**src/rtl/hostio_pkg.sv**
```systemverilog
package hostio_pkg;
   localparam int STAT_W  = 8;
   localparam int ST_OBF  = 0;
   localparam int ST_IBF  = 1;
   localparam int ST_CD   = 3;

   function automatic logic [STAT_W-1:0] pack_status(input logic obf,
                                                      input logic ibf,
                                                      input logic cd);
      logic [STAT_W-1:0] s;
      s         = '0;
      s[ST_OBF] = obf;
      s[ST_IBF] = ibf;
      s[ST_CD]  = cd;
      return s;
   endfunction
endpackage

```
**src/rtl/hostio_addr_dec.sv**
```systemverilog
module hostio_addr_dec #(
   parameter int ADDR_W = 16,
   parameter int NCH    = 3,
   parameter logic [NCH-1:0][ADDR_W-1:0] CH_BASE = '0,
   parameter logic [ADDR_W-1:0] TWR_BASE = '0,
   parameter int IDX_W  = 4
) (
   input  logic              clk,
   input  logic              rst_n,
   input  logic [ADDR_W-1:0] addr,
   output logic [NCH-1:0]    ch_match,
   output logic              twr_match,
   output logic              cd_bit,
   output logic [IDX_W-1:0]  twr_idx
);
   // every bit except the command/data bit takes part in a channel match
   localparam logic [ADDR_W-1:0] CH_MASK = ~(ADDR_W'(1) << 2);

   if (ADDR_W < IDX_W + 1) begin : g_bad_w
      $error("ADDR_W too small for the register window index");
   end

   for (genvar i = 0; i < NCH; i++) begin : g_ch
      if (CH_BASE[i][2] != 1'b0 || CH_BASE[i][0] != 1'b0) begin : g_bad_base
         $error("channel base must have bits 2 and 0 clear");
      end
      assign ch_match[i] = ((addr ^ CH_BASE[i]) & CH_MASK) == '0;
   end

   assign twr_match = addr[ADDR_W-1:IDX_W] == TWR_BASE[ADDR_W-1:IDX_W];
   assign cd_bit    = addr[2];
   assign twr_idx   = addr[IDX_W-1:0];

   // an address selects at most one target
   p_single_target_r4: assert property (@(posedge clk) disable iff (!rst_n)
      $onehot0({ch_match, twr_match}));
endmodule

```
**src/rtl/hostio_chan.sv**
```systemverilog
module hostio_chan #(
   parameter int DATA_W = 8
) (
   input  logic              clk,
   input  logic              rst_n,
   input  logic              host_wr,
   input  logic              host_rd_odr,
   input  logic              cd_in,
   input  logic [DATA_W-1:0] host_wdata,
   input  logic              slv_idr_rd,
   input  logic              slv_odr_we,
   input  logic [DATA_W-1:0] slv_odr_wdata,
   output logic [DATA_W-1:0] idr_q,
   output logic [DATA_W-1:0] odr_q,
   output logic [hostio_pkg::STAT_W-1:0] status_q
);
   import hostio_pkg::*;

   logic ibf_q, obf_q, cd_q;

   // input data register: no reset value
   always_ff @(posedge clk) begin
      if (host_wr) idr_q <= host_wdata;
   end

   always_ff @(posedge clk) begin
      if (!rst_n) begin
         odr_q <= '0;
         ibf_q <= 1'b0;
         obf_q <= 1'b0;
         cd_q  <= 1'b0;
      end else begin
         if (host_wr) begin
            cd_q  <= cd_in;
            ibf_q <= 1'b1;
         end else if (slv_idr_rd) begin
            ibf_q <= 1'b0;
         end
         if (slv_odr_we) begin
            odr_q <= slv_odr_wdata;
            obf_q <= 1'b1;
         end else if (host_rd_odr) begin
            obf_q <= 1'b0;
         end
      end
   end

   assign status_q = pack_status(obf_q, ibf_q, cd_q);

   // a host write lands with its flag and raises input-full
   p_host_write_r1: assert property (@(posedge clk) disable iff (!rst_n)
      host_wr |=> (idr_q == $past(host_wdata)) && status_q[ST_IBF]
                  && (status_q[ST_CD] == $past(cd_in)));
   // the input register holds when it is not written
   p_idr_hold_r9: assert property (@(posedge clk) disable iff (!rst_n)
      !host_wr |=> $stable(idr_q));
   // a slave read with no competing write empties the buffer
   p_ibf_clear_r5: assert property (@(posedge clk) disable iff (!rst_n)
      slv_idr_rd && !host_wr |=> !status_q[ST_IBF]);
   // a host data read with no competing slave write empties the buffer
   p_obf_clear_r6: assert property (@(posedge clk) disable iff (!rst_n)
      host_rd_odr && !slv_odr_we |=> !status_q[ST_OBF]);
endmodule

```
**src/rtl/hostio_twr.sv**
```systemverilog
module hostio_twr #(
   parameter int DATA_W = 8,
   parameter int NREG   = 16,
   localparam int IDX_W = $clog2(NREG)
) (
   input  logic              clk,
   input  logic              rst_n,
   input  logic              host_we,
   input  logic [IDX_W-1:0]  host_idx,
   input  logic [DATA_W-1:0] host_wdata,
   output logic [DATA_W-1:0] host_rdata,
   input  logic              slv_we,
   input  logic [IDX_W-1:0]  slv_idx,
   input  logic [DATA_W-1:0] slv_wdata,
   output logic [DATA_W-1:0] slv_rdata
);
   if (NREG < 2 || (1 << IDX_W) != NREG) begin : g_bad_n
      $error("NREG must be a power of two of at least 2");
   end

   // regs[0] is the host-only register; sw0_q is the slave-only register
   logic [DATA_W-1:0] regs [NREG];
   logic [DATA_W-1:0] sw0_q;

   always_ff @(posedge clk) begin
      if (!rst_n)                        regs[0] <= '0;
      else if (host_we && host_idx == 0) regs[0] <= host_wdata;
   end

   always_ff @(posedge clk) begin
      if (!rst_n)                      sw0_q <= '0;
      else if (slv_we && slv_idx == 0) sw0_q <= slv_wdata;
   end

   for (genvar k = 1; k < NREG; k++) begin : g_reg
      always_ff @(posedge clk) begin
         if (!rst_n)                                 regs[k] <= '0;
         else if (host_we && host_idx == IDX_W'(k))  regs[k] <= host_wdata;
         else if (slv_we && slv_idx == IDX_W'(k))    regs[k] <= slv_wdata;
      end
   end

   assign host_rdata = (host_idx == 0) ? sw0_q : regs[host_idx];
   assign slv_rdata  = regs[slv_idx];

   // a host write reaches the indexed register
   p_twr_store_r7: assert property (@(posedge clk) disable iff (!rst_n)
      host_we |=> regs[$past(host_idx)] == $past(host_wdata));
   // a slave write to index 0 reaches the slave-only register
   p_sw0_store_r8: assert property (@(posedge clk) disable iff (!rst_n)
      slv_we && slv_idx == 0 |=> sw0_q == $past(slv_wdata));
endmodule

```
**src/rtl/hostio_chan_decoder.sv**
```systemverilog
module hostio_chan_decoder #(
   parameter int ADDR_W = 16,
   parameter int DATA_W = 8,
   parameter int NCH    = 3,
   parameter logic [NCH-1:0][ADDR_W-1:0] CH_BASE = {16'h0CA2, 16'h0062, 16'h0060},
   parameter logic [ADDR_W-1:0] TWR_BASE = 16'h0C80,
   parameter int NTWR   = 16,
   localparam int IDX_W = $clog2(NTWR)
) (
   input  logic                       clk,
   input  logic                       rst_n,
   input  logic                       host_valid,
   input  logic                       host_write,
   input  logic [ADDR_W-1:0]          host_addr,
   input  logic [DATA_W-1:0]          host_wdata,
   output logic [DATA_W-1:0]          host_rdata,
   output logic                       host_hit,
   input  logic [NCH-1:0]             slv_idr_rd,
   output logic [NCH-1:0][DATA_W-1:0] slv_idr_data,
   input  logic [NCH-1:0]             slv_odr_we,
   input  logic [DATA_W-1:0]          slv_odr_wdata,
   output logic [NCH-1:0][7:0]        slv_status,
   input  logic                       slv_twr_we,
   input  logic [IDX_W-1:0]           slv_twr_idx,
   input  logic [DATA_W-1:0]          slv_twr_wdata,
   output logic [DATA_W-1:0]          slv_twr_rdata
);
   if (DATA_W != hostio_pkg::STAT_W) begin : g_bad_dw
      $error("DATA_W must equal the status width");
   end

   logic [NCH-1:0]    ch_match;
   logic              twr_match, cd_bit;
   logic [IDX_W-1:0]  twr_idx;
   logic [DATA_W-1:0] twr_host_rdata;
   logic              host_rd, host_wr;
   logic [NCH-1:0][DATA_W-1:0] odr_q;

   assign host_rd = host_valid & ~host_write;
   assign host_wr = host_valid &  host_write;

   hostio_addr_dec #(
      .ADDR_W(ADDR_W), .NCH(NCH), .CH_BASE(CH_BASE),
      .TWR_BASE(TWR_BASE), .IDX_W(IDX_W)
   ) u_dec (
      .clk(clk), .rst_n(rst_n), .addr(host_addr),
      .ch_match(ch_match), .twr_match(twr_match),
      .cd_bit(cd_bit), .twr_idx(twr_idx)
   );

   for (genvar i = 0; i < NCH; i++) begin : g_chan
      hostio_chan #(.DATA_W(DATA_W)) u_chan (
         .clk(clk), .rst_n(rst_n),
         .host_wr(host_wr & ch_match[i]),
         .host_rd_odr(host_rd & ch_match[i] & ~cd_bit),
         .cd_in(cd_bit),
         .host_wdata(host_wdata),
         .slv_idr_rd(slv_idr_rd[i]),
         .slv_odr_we(slv_odr_we[i]),
         .slv_odr_wdata(slv_odr_wdata),
         .idr_q(slv_idr_data[i]),
         .odr_q(odr_q[i]),
         .status_q(slv_status[i])
      );
   end

   hostio_twr #(.DATA_W(DATA_W), .NREG(NTWR)) u_twr (
      .clk(clk), .rst_n(rst_n),
      .host_we(host_wr & twr_match),
      .host_idx(twr_idx),
      .host_wdata(host_wdata),
      .host_rdata(twr_host_rdata),
      .slv_we(slv_twr_we),
      .slv_idx(slv_twr_idx),
      .slv_wdata(slv_twr_wdata),
      .slv_rdata(slv_twr_rdata)
   );

   always_comb begin
      host_rdata = '0;
      if (host_rd) begin
         if (twr_match) host_rdata = twr_host_rdata;
         for (int i = 0; i < NCH; i++) begin
            if (ch_match[i]) host_rdata = cd_bit ? slv_status[i] : odr_q[i];
         end
      end
   end

   assign host_hit = host_valid & (|ch_match | twr_match);

   // a cycle outside every target returns nothing
   p_miss_quiet_r9: assert property (@(posedge clk) disable iff (!rst_n)
      host_valid && !host_hit |-> host_rdata == '0);
   // no hit is reported without a host cycle
   p_idle_nohit_r10: assert property (@(posedge clk) disable iff (!rst_n)
      !host_valid |-> !host_hit);
endmodule

```
**config.mk**
```make
export PLATFORM = sky130hd
export DESIGN_NAME = hostio_chan_decoder
export DESIGN_NICKNAME = d
export VERILOG_FILES = /design/src/rtl/hostio_pkg.sv /design/src/rtl/hostio_addr_dec.sv /design/src/rtl/hostio_chan.sv /design/src/rtl/hostio_twr.sv /design/src/rtl/hostio_chan_decoder.sv
export SDC_FILE = /design/constraint.sdc
export NUM_CORES = 1
export LEC_CHECK = 0
export BUFFER_PORTS_ARGS = -buffer_cell sky130_fd_sc_hd__clkbuf_2
export CORE_MARGIN = 4
export CORE_UTILIZATION = 30
export CTS_BUF_LIST = sky130_fd_sc_hd__clkbuf_16
export CTS_CLUSTER_DIAMETER = 50
export CTS_CLUSTER_SIZE = 10
export DETAILED_ROUTE_END_ITERATION = 7
export GPL_TIMING_DRIVEN = 1
export SLEW_MARGIN = 20
export SYNTH_ARGS = -nofsm -noshare
export SYNTH_HDL_FRONTEND = slang
export SYNTH_SLANG_ARGS = --single-unit
```
**constraint.sdc**
```tcl
create_clock -name clk -period 3.2 [get_ports clk]
set_input_delay 0.32 -clock clk [delete_from_list [all_inputs] [get_ports clk]]
set_output_delay 0.32 -clock clk [all_outputs]
set_load 0.05 [all_outputs]
```
==> flow_summary_export.csv, run 1 <==
group,metric,value,unit
setup_path,endpoint_kind,"output pin",
timing,max_freq,335,MHz
synthesis,netlist_top_cells_area,"edfxtp_1, mux4_2, dfxtp_1",
route,avgViaCountPerCell,5.73,
floorplan,rows,70,
finish,diodes,0,
clock_tree,post_cts_buffers,0,
outcome,run_status,"finished clean",
finish,drive_gt1_share,28.0,%
floorplan,die_h,200,microns
setup_path,critical_path_class,"in -> out",
timing,setup_tns,0,ps
power,ir_drop,0.295,mV
floorplan,core_area,36400,sq um
synthesis,synthCells,927,
synthesis,ys_seq_area_share,48.8,%
finish,design_area,12700,sq um
floorplan,fp.dieW,200,microns
timing,finalHoldViolCount,0,
timing,tightest_slew,968,ps
timing,fin_crit,2980,ps
timing,setup_viol,0,
power,p_per_area,475,nW/um^2
timing,rsz0062_at_grt,"no",
run,cap_violations,0,
synthesis,yosysMostFrequentCell,"edfxtp_1",
clock_tree,ctsResizeCount,0,
synthesis,yosys-top-cells-count,"edfxtp_1, nand3_1, o21ai_0, mux4_2, clkbuf_1",
global_route,grt_start_max_net_pins,41,
place,portBuffers,104,
place,place_congestion,0.893,
place,hpwl,25300,microns
place,placed_area,12100,sq um
setup_path,worstSetupStartpointType,"input port",
synthesis,synth-edff-count,152,
synthesis,synth_seq_cells,193,
route,drt_wl_total,34800,microns
finish,fin_util,34.9,%
synthesis,synth_top_cell_area_share,41.3,%
route,drc_errors,0,
clock_tree,clockRootBuffer,"clkbuf_16",
clock_tree,ctsHoldBuffers,0,
synthesis,syn-cell-area,11000,sq um
power,leakage,4.26,nW
clock_tree,cts_tree,"yes",
floorplan,die_area,39900,sq um
global_route,antenna_found_initial,0,
clock_tree,htree_levels,4,
clock_tree,cts_made_buffers,17,
clock_tree,cts_buffer_depth,2,
route,ant_nets,0,
synthesis,synth-warning-count,0,
finish,syn2layout_area_growth,15.1,%
setup_path,critical_path_required,2880,ps
clock_tree,path_clk_slew,90,ps
global_route,first_global_vias,7991,
synthesis,async_reset_ff_share,0,%
setup_path,cp_max_fo,20,
route,firstDrtPassIters,8,
timing,finalMaxSlewViolations,0,
synthesis,ys.flop_type,"edfxtp_1",
power,power,6.04,mW
global_route,grt_pass1_wl,51600,microns
finish,fin_nets,1051,
worst_hold_path,hold_path_class,"in -> reg",
synthesis,avgSynthCellArea,11.9,sq um
synthesis,synth_top_cell_by_area,"edfxtp_1",
route,vias,8457,
route,wl_per_cell,23.6,microns
floorplan,start_util,30.3,%
timing,finalClockSkew,0,ps
synthesis,synth.distinct_cells,57,
global_route,globalRouteOverflowTotal,0,
clock_tree,clk_latency,440,ps
route,drtIter0Drc,1146,
floorplan,io_pins,120,
timing,max_slew_margin,35.2,%
timing,layout_worst_path_cycle_share,93.2,%
global_route,grt_use_total,17.2,%
clock_tree,clock_sinks,193,
setup_path,arrival,2660,ps
[sequential cells by signal, indices dropped and copies added (netlist names)]
signal	flops
g_chan.u_chan.cd_q	3
g_chan.u_chan.idr_q	24
g_chan.u_chan.obf_q	3
u_twr.regs	128
g_chan.u_chan.ibf_q	3
u_twr.sw0_q	8
g_chan.u_chan.odr_q	24
[stage by stage]
| stage | hold slack [ps] | cells | worst slack [ps] |
|---|---|---|---|
| 6_report | 149 | 1477 | 216 |
| 2_1_floorplan | 419 | 941 | 110 |
| 3_5_place_dp | 507 | 1445 | 255 |
| 5_1_grt | 146 | 1477 | 51.7 |
| 3_3_place_gp | 495 | 1445 | 315 |
| 4_1_cts | 138 | 1477 | 249 |
[worst max-delay path, cell delays in order]
cell	delay, ps
clkbuf_2	470
and2b_2	400
nand2_1	160
nor3_1	340
buf_4	220
a21oi_1	50
a221oi_1	490
buf_12	200
[where the power goes]
group	internal, mW	switching (mW)	leakage, nW
sequential	2.82	0.0839	1.78
clock	1.15	1.15	0.304
combinational	0.310	0.522	2.18
total	4.28	1.76	4.26
[metal layers]
layer  routed length (microns)  track usage (%)  up-vias  share of wire [%]
li1                          -                -     3693                  -
met1                     14600             24.7     4222                 42
met2                     16200             27.4      495                 46
met3                      3220             2.72       47                9.2
met4                       852             4.73        0                2.4
met5                         0                0        -                  0
[kinds of logic after synthesis]
kind of cell | synth area share (%)
buf+inv | 5.39
mux | 19.9
flops | 48.8
other cells | 0.0340
simple gates | 16.2
compound gates | 9.78
[path summary, 6_finish.rpt]
kind | startpoint | to | slack, ps | cells after the start
max | host_addr[1] | host_rdata[0] | 220 | 8
min | host_wdata[7] | g_chan[1].u_chan.idr_q[7] | 150 | 1
max reg2reg | g_chan[1].u_chan.ibf_q | g_chan[1].u_chan.ibf_q | 2460 | 2
min reg2reg | g_chan[0].u_chan.odr_q[2] | g_chan[0].u_chan.odr_q[2] | 520 | 2
[placed cells by master, fill, tap and decap left out, drive strengths merged, types with 8 or more instances in the layout]
| master | instances |
|---|---|
| mux2i | 48 |
| nor3 | 11 |
| conb | 15 |
| o211ai | 18 |
| and2 | 9 |
| a21boi | 9 |
| nand2b | 10 |
| mux2 | 14 |
| buf | 50 |
| mux4 | 69 |
| nor2 | 31 |
| nand4 | 8 |
| nor2b | 40 |
| dfxtp | 41 |
| nand3 | 139 |
| edfxtp | 152 |
| clkbuf | 116 |
| o21ai | 119 |
| nand2 | 32 |
[layout make-up]
cell class / count / area, sq um
tap: 468 / 586
clock inverter: 15 / 211
fill: 3566 / 23700
multi-input combinational: 635 / 5110
timing repair buffer: 149 / 983
sequential: 193 / 5390
clock buffer: 17 / 425
Power figures use the tool's default switching activity.
==> inputs of run 2 (changes only) <==
--- a/config.mk
+++ b/config.mk
@@ -6,8 +6,9 @@
 export NUM_CORES = 1
 export LEC_CHECK = 0
 export BUFFER_PORTS_ARGS = -buffer_cell sky130_fd_sc_hd__clkbuf_2
+export CORE_ASPECT_RATIO = 2
 export CORE_MARGIN = 4
-export CORE_UTILIZATION = 30
+export CORE_UTILIZATION = 35
 export CTS_BUF_LIST = sky130_fd_sc_hd__clkbuf_16
 export CTS_CLUSTER_DIAMETER = 50
 export CTS_CLUSTER_SIZE = 10
==> run 2 against run 1 <==
  * Wire length increased by 2.4%
  * Clock skew unchanged
  * Register-to-register slack got worse by 20 ps
  * Final cell count decreased by 2.5%
  * Combinational power increased by 3.4%
  * Clock power decreased by 5%
==> flow_summary_export.csv, run 2 (same netlist as run 1, synthesis figures left out) <==
group,metric,value,unit
power,p_per_area,466,nW/um^2
clock_tree,path_clk_slew,70,ps
floorplan,start_util,35.7,%
place,placed_cells,1407,
setup_path,critical_path_class,"reg -> out",
power,p_int,4.25,mW
setup_path,arrival,2590,ps
global_route,grt_start_max_net_pins,55,
timing,finalClockSkew,0,ps
setup_path,path_buf_inv,1,
power,leakage,4.31,nW
clock_tree,htree_levels,4,
finish,fin_cells,1440,
worst_hold_path,hold_path_class,"in -> reg",
route,drt_wl_total,35700,microns
power,swShare,28.3,%
setup_path,worstSetupStartpointType,"flop",
global_route,grt_pass1_wl,52600,microns
timing,max_slew_margin,33.1,%
route,drtIter0Drc,741,
power,clockPowerShare,36.8,%
clock_tree,cts_tree,"yes",
global_route,globalRouteOverflowTotal,0,
timing,layout_worst_path_cycle_share,91.1,%
outcome,run_status,"finished clean",
setup_path,endpoint_kind,"output pin",
clock_tree,clk_latency,450,ps
finish,seqCellArea,5390,sq um
place,portBuffers,104,
clock_tree,post_cts_buffers,0,
floorplan,die_area,34600,sq um
place,hpwl,27400,microns
global_route,grt_use_total,20.6,%
route,firstDrtPassIters,5,
clock_tree,cts_buffer_depth,2,
floorplan,die_h,259,microns
power,pwr-share-seq,48.7,%
floorplan,fp.dieW,134,microns
floorplan,io_pins,120,
finish,final_cell_mix,"edfxtp_1, nand3_1, o21ai_0",
finish,reg.largest.list,"u_twr.regs x128, g_chan.u_chan.idr_q x24, g_chan.u_chan.odr_q x24",
setup_path,cpMaxStageDelayCell,"mux4_2",
route,avgViaCountPerCell,5.75,
timing,finalMaxSlewViolations,0,
finish,drive_gt1_share,28.9,%
setup_path,cp-startpoint,"u_twr.regs[10][2]",
floorplan,core_area,31000,sq um
clock_tree,clock_sinks,193,
global_route,antenna_found_initial,1,
setup_path,critical_path_required,2880,ps
finish,multi_input_area,5120,sq um
finish,largest-register,"u_twr.regs",
timing,finalHoldViolCount,0,
timing,setup_tns,0,ps
clock_tree,cts_made_buffers,17,
finish,largest_register_ffs,128,
run,cap_violations,0,
route,wl_per_cell,24.8,microns
finish,syn2layout_area_growth,15.1,%
setup_path,cpPeakStageDelay,510,ps
route,vias,8284,
floorplan,rows,91,
power,pwr-share-comb,14.5,%
timing,rsz0062_at_grt,"no",
worst_hold_path,hp-start,"host_wdata[4]",
clock_tree,clockRootBuffer,"clkbuf_16",
finish,nFillCells,2951,
route,ant_nets,0,
clock_tree,ctsResizeCount,0,
place,place_congestion,0.923,
setup_path,cp_max_fo,2,
clock_tree,ctsHoldBuffers,0,
timing,tightest_slew,999,ps
route,drc_errors,0,
global_route,first_global_vias,8286,
finish,fin_nets,1063,
timing,setup_viol,0,
power,ir_drop,0.297,mV
setup_path,reg2reg_from,"g_chan[0].u_chan.obf_q",
finish,final_common_cell,"edfxtp_1",
timing,fin_crit,2910,ps
setup_path,cp_cell_sequence,"mux4_2 > mux2i_1 > nor2_1 > o221ai_1 > a221oi_1 > clkbuf_2",
setup_path,path_delay_family,"multiplexers",
timing,max_freq,343,MHz
power,p_sw,1.68,mW
==> run 2: changes by cell type in the layout (fill, tap and decap cells not counted), sizes merged <==
cell / before / now
diode: 0 / 1
clkinv: 7 / 6
clkinvlp: 1 / 2
buf: 50 / 62
==> run 2: per-stage QoR <==
step           hold WS (ps)  instance area [sq um]  utilization (%)  setup WS (ps)  total power [mW]
2_1_floorplan           419                  11100                -            110              3.49
3_3_place_gp            493                  12100             39.1            447              3.78
3_5_place_dp            500                  12100             39.1            408              3.80
4_1_cts                 126                  12700             41.0            367              5.94
5_1_grt                 145                  12700             41.0            217              6.10
6_report                144                  12700             41.1            285              5.93
==> run 2: worst paths after layout <==
path | endpoint | slack (ps) | cells after the start
setup / recovery | host_rdata[2] | 290 | 6
hold / removal | g_chan[0].u_chan.idr_q[4] | 140 | 1
setup reg to reg | g_chan[0].u_chan.obf_q | 2440 | 2
hold reg to reg | g_chan[0].u_chan.cd_q | 510 | 2
==> run 2: final cells by class <==
cell class	count	area share, %
flip-flops and latches	193	42.4
repair buffers	161	8.54
clock buffers	17	3.35
well taps	418	4.11
diodes	1	0.0197
clock inverters	15	1.36
multi-input cells	635	40.3
==> run 2: power by group through the flow <==
stage	combinational, mW	sequential [mW]	clock [mW]
CTS	0.854	2.89	2.20
finish	0.860	2.89	2.18
global route	0.891	2.90	2.31
detailed placement	0.852	2.94	0
floorplan	0.575	2.91	0
global placement	0.846	2.94	0
==> run 2: layer usage <==
layer / up-vias / part of all wire [%] / global-route usage, %
met3: 130 / 5.7 / 2.93
met1: 4023 / 31 / 19.2
met4: 0 / 10 / 19.0
li1: 3712 / - / -
met5: - / 0 / 0
met2: 419 / 53 / 37.7
==> run 2: worst register-to-register path: stages, from the launching register on <==
cell	delay [ps]
dfxtp_1	360
o41a_1	130
o21a_1	160
==> inputs of run 3 (changes only) <==
--- a/config.mk
+++ b/config.mk
@@ -5,9 +5,8 @@
 export SDC_FILE = /design/constraint.sdc
 export NUM_CORES = 1
 export LEC_CHECK = 0
-export BUFFER_PORTS_ARGS = -buffer_cell sky130_fd_sc_hd__clkbuf_2
+export BUFFER_PORTS_ARGS = -buffer_cell sky130_fd_sc_hd__buf_2
 export CORE_ASPECT_RATIO = 2
-export CORE_MARGIN = 4
 export CORE_UTILIZATION = 35
 export CTS_BUF_LIST = sky130_fd_sc_hd__clkbuf_16
 export CTS_CLUSTER_DIAMETER = 50
==> run 3 against run 2 <==
  * Via count is 0.27% higher
  * Clock skew stayed put
  * Combinational power is 2% higher
  * Wire length is 2.7% higher
  * Non-clock buffer count is 2 lower
  * Core utilization is 0.39 points lower
  * First-iteration DRC count is 2.6% lower
  * Worst hold slack worse by 27 ps
  * Setup slack better by 8.3 ps
  * Largest power group unchanged
==> flow_summary_export.csv, run 3 (same netlist as run 1, synthesis figures left out) <==
group,metric,value,unit
global_route,globalRouteOverflowTotal,0,
global_route,antenna_found_initial,2,
route,drtIter0Drc,722,
timing,finalMaxSlewViolations,0,
clock_tree,clock_sinks,193,
place,placed_area,12000,sq um
worst_hold_path,hold_path_class,"in -> reg",
worst_hold_path,worstHoldPathCells,1,
timing,rsz0062_at_grt,"no",
floorplan,start_util,35.7,%
finish,drive_gt1_share,28.7,%
setup_path,cpPeakStageDelay,520,ps
route,ant_nets,0,
clock_tree,htree_levels,4,
outcome,run_status,"finished clean",
power,ir_drop,0.401,mV
worst_hold_path,hp-start,"host_wdata[3]",
clock_tree,clockRootBuffer,"clkbuf_16",
power,leakage,4.28,nW
place,placed_cells,1405,
place,portBuffers,104,
global_route,grt_pass1_wl,53200,microns
clock_tree,ctsResizeCount,0,
route,vias,8306,
power,p_per_area,471,nW/um^2
finish,syn2layout_area_growth,14.1,%
setup_path,endpoint_kind,"output pin",
finish,fin_util,40.7,%
clock_tree,path_clk_slew,80,ps
power,power,5.94,mW
finish,fin_nets,1061,
setup_path,arrival,2590,ps
floorplan,die_h,253,microns
timing,tightest_slew,937,ps
setup_path,path_buf_inv,1,
global_route,grt_use_total,23.5,%
clock_tree,cts_buffer_depth,2,
global_route,grt_start_max_net_pins,47,
setup_path,path_delay_family,"multiplexers",
run,cap_violations,0,
setup_path,worstSetupStartpointType,"flop",
timing,setup_viol,0,
place,hpwl,27400,microns
place,place_ws,412,ps
route,wl_per_cell,25.5,microns
finish,largest_register_ffs,128,
finish,final_cell_mix,"edfxtp_1, nand3_1, o21ai_0",
route,avgViaCountPerCell,5.78,
finish,fin_cells,1438,
clock_tree,post_cts_buffers,0,
clock_tree,cts_tree,"yes",
timing,max_slew_margin,37.5,%
setup_path,r2r_end,"g_chan[0].u_chan.obf_q",
finish,largest-register,"u_twr.regs",
finish,reg.largest.list,"u_twr.regs x128, g_chan.u_chan.idr_q x24, g_chan.u_chan.odr_q x24",
timing,layout_worst_path_cycle_share,90.8,%
clock_tree,cts_made_buffers,17,
timing,setup_tns,0,ps
timing,max_freq,344,MHz
finish,design_area,12600,sq um
setup_path,critical_path_required,2880,ps
clock_tree,ctsHoldBuffers,0,
route,drc_errors,0,
floorplan,die_area,32300,sq um
timing,worst_slack,294,ps
setup_path,reg2regPathDepth,2,
timing,finalClockSkew,0,ps
floorplan,fp.dieW,128,microns
route,drt_wl_total,36600,microns
clock_tree,clk_latency,450,ps
setup_path,reg2reg_slack,2470,ps
setup_path,cp_max_fo,2,
worst_hold_path,worstHoldEndpoint,"g_chan[1].u_chan.idr_q[3]",
setup_path,cpMaxStageDelayCell,"mux4_2",
setup_path,critical_path_class,"reg -> out",
route,firstDrtPassIters,5,
setup_path,reg2reg_from,"g_chan[0].u_chan.obf_q",
floorplan,rows,91,
floorplan,io_pins,120,
timing,finalHoldViolCount,0,
place,place_congestion,1.02,
global_route,first_global_vias,8145,
finish,final_common_cell,"edfxtp_1",
floorplan,core_area,31000,sq um
timing,fin_crit,2910,ps
timing,whs,117,ps
setup_path,cp_cell_sequence,"mux4_2 > mux2i_1 > nor2_1 > o221ai_1 > a221oi_1 > buf_2",
## run 3: cell count changes in the layout (fill, tap and decap cells not counted), moves of 2 or more
cell,previous run,this run
inv_1,0,2
inv_6,1,5
clkinv_2,0,2
clkbuf_2,99,0
buf_12,10,4
clkinv_8,2,0
clkinvlp_4,2,0
inv_8,5,1
buf_2,0,104
## run 3: worst max path at each step
stage,end,slack [ps],cells after the start,startpoint
3_3_place_gp,host_rdata[4],480,8,host_addr[0]
4_1_cts,host_rdata[4],340,6,u_twr.regs[11][4]
6_report,host_rdata[2],290,6,u_twr.regs[10][2]
2_1_floorplan,host_rdata[3],110,7,host_addr[3]
3_5_place_dp,u_twr.regs[9][3],410,6,host_addr[14]
5_1_grt,host_rdata[2],220,6,u_twr.regs[10][2]
## run 3: layout make-up
| type | count | area (sq um) |
|---|---|---|
| fill | 2956 | 18400 |
| sequential | 193 | 5390 |
| multi-input combinational | 635 | 5120 |
| timing repair buffer | 159 | 983 |
| tap | 418 | 523 |
| clock buffer | 17 | 425 |
| clock inverter | 15 | 155 |
| antenna | 1 | 2.50 |
## run 3: where the power goes
group	internal, mW	total, mW	switching, mW
clock network	1.16	2.16	1.00
logic	0.315	0.876	0.561
registers	2.82	2.90	0.0769
## run 3: layer usage
metal	global-route usage, %	share of wire, %	vias up
li1	-	-	3707
met1	22.3	31	4073
met2	43.9	55	403
met3	3.99	5.8	123
met4	18.1	7.7	0
met5	0	0	-
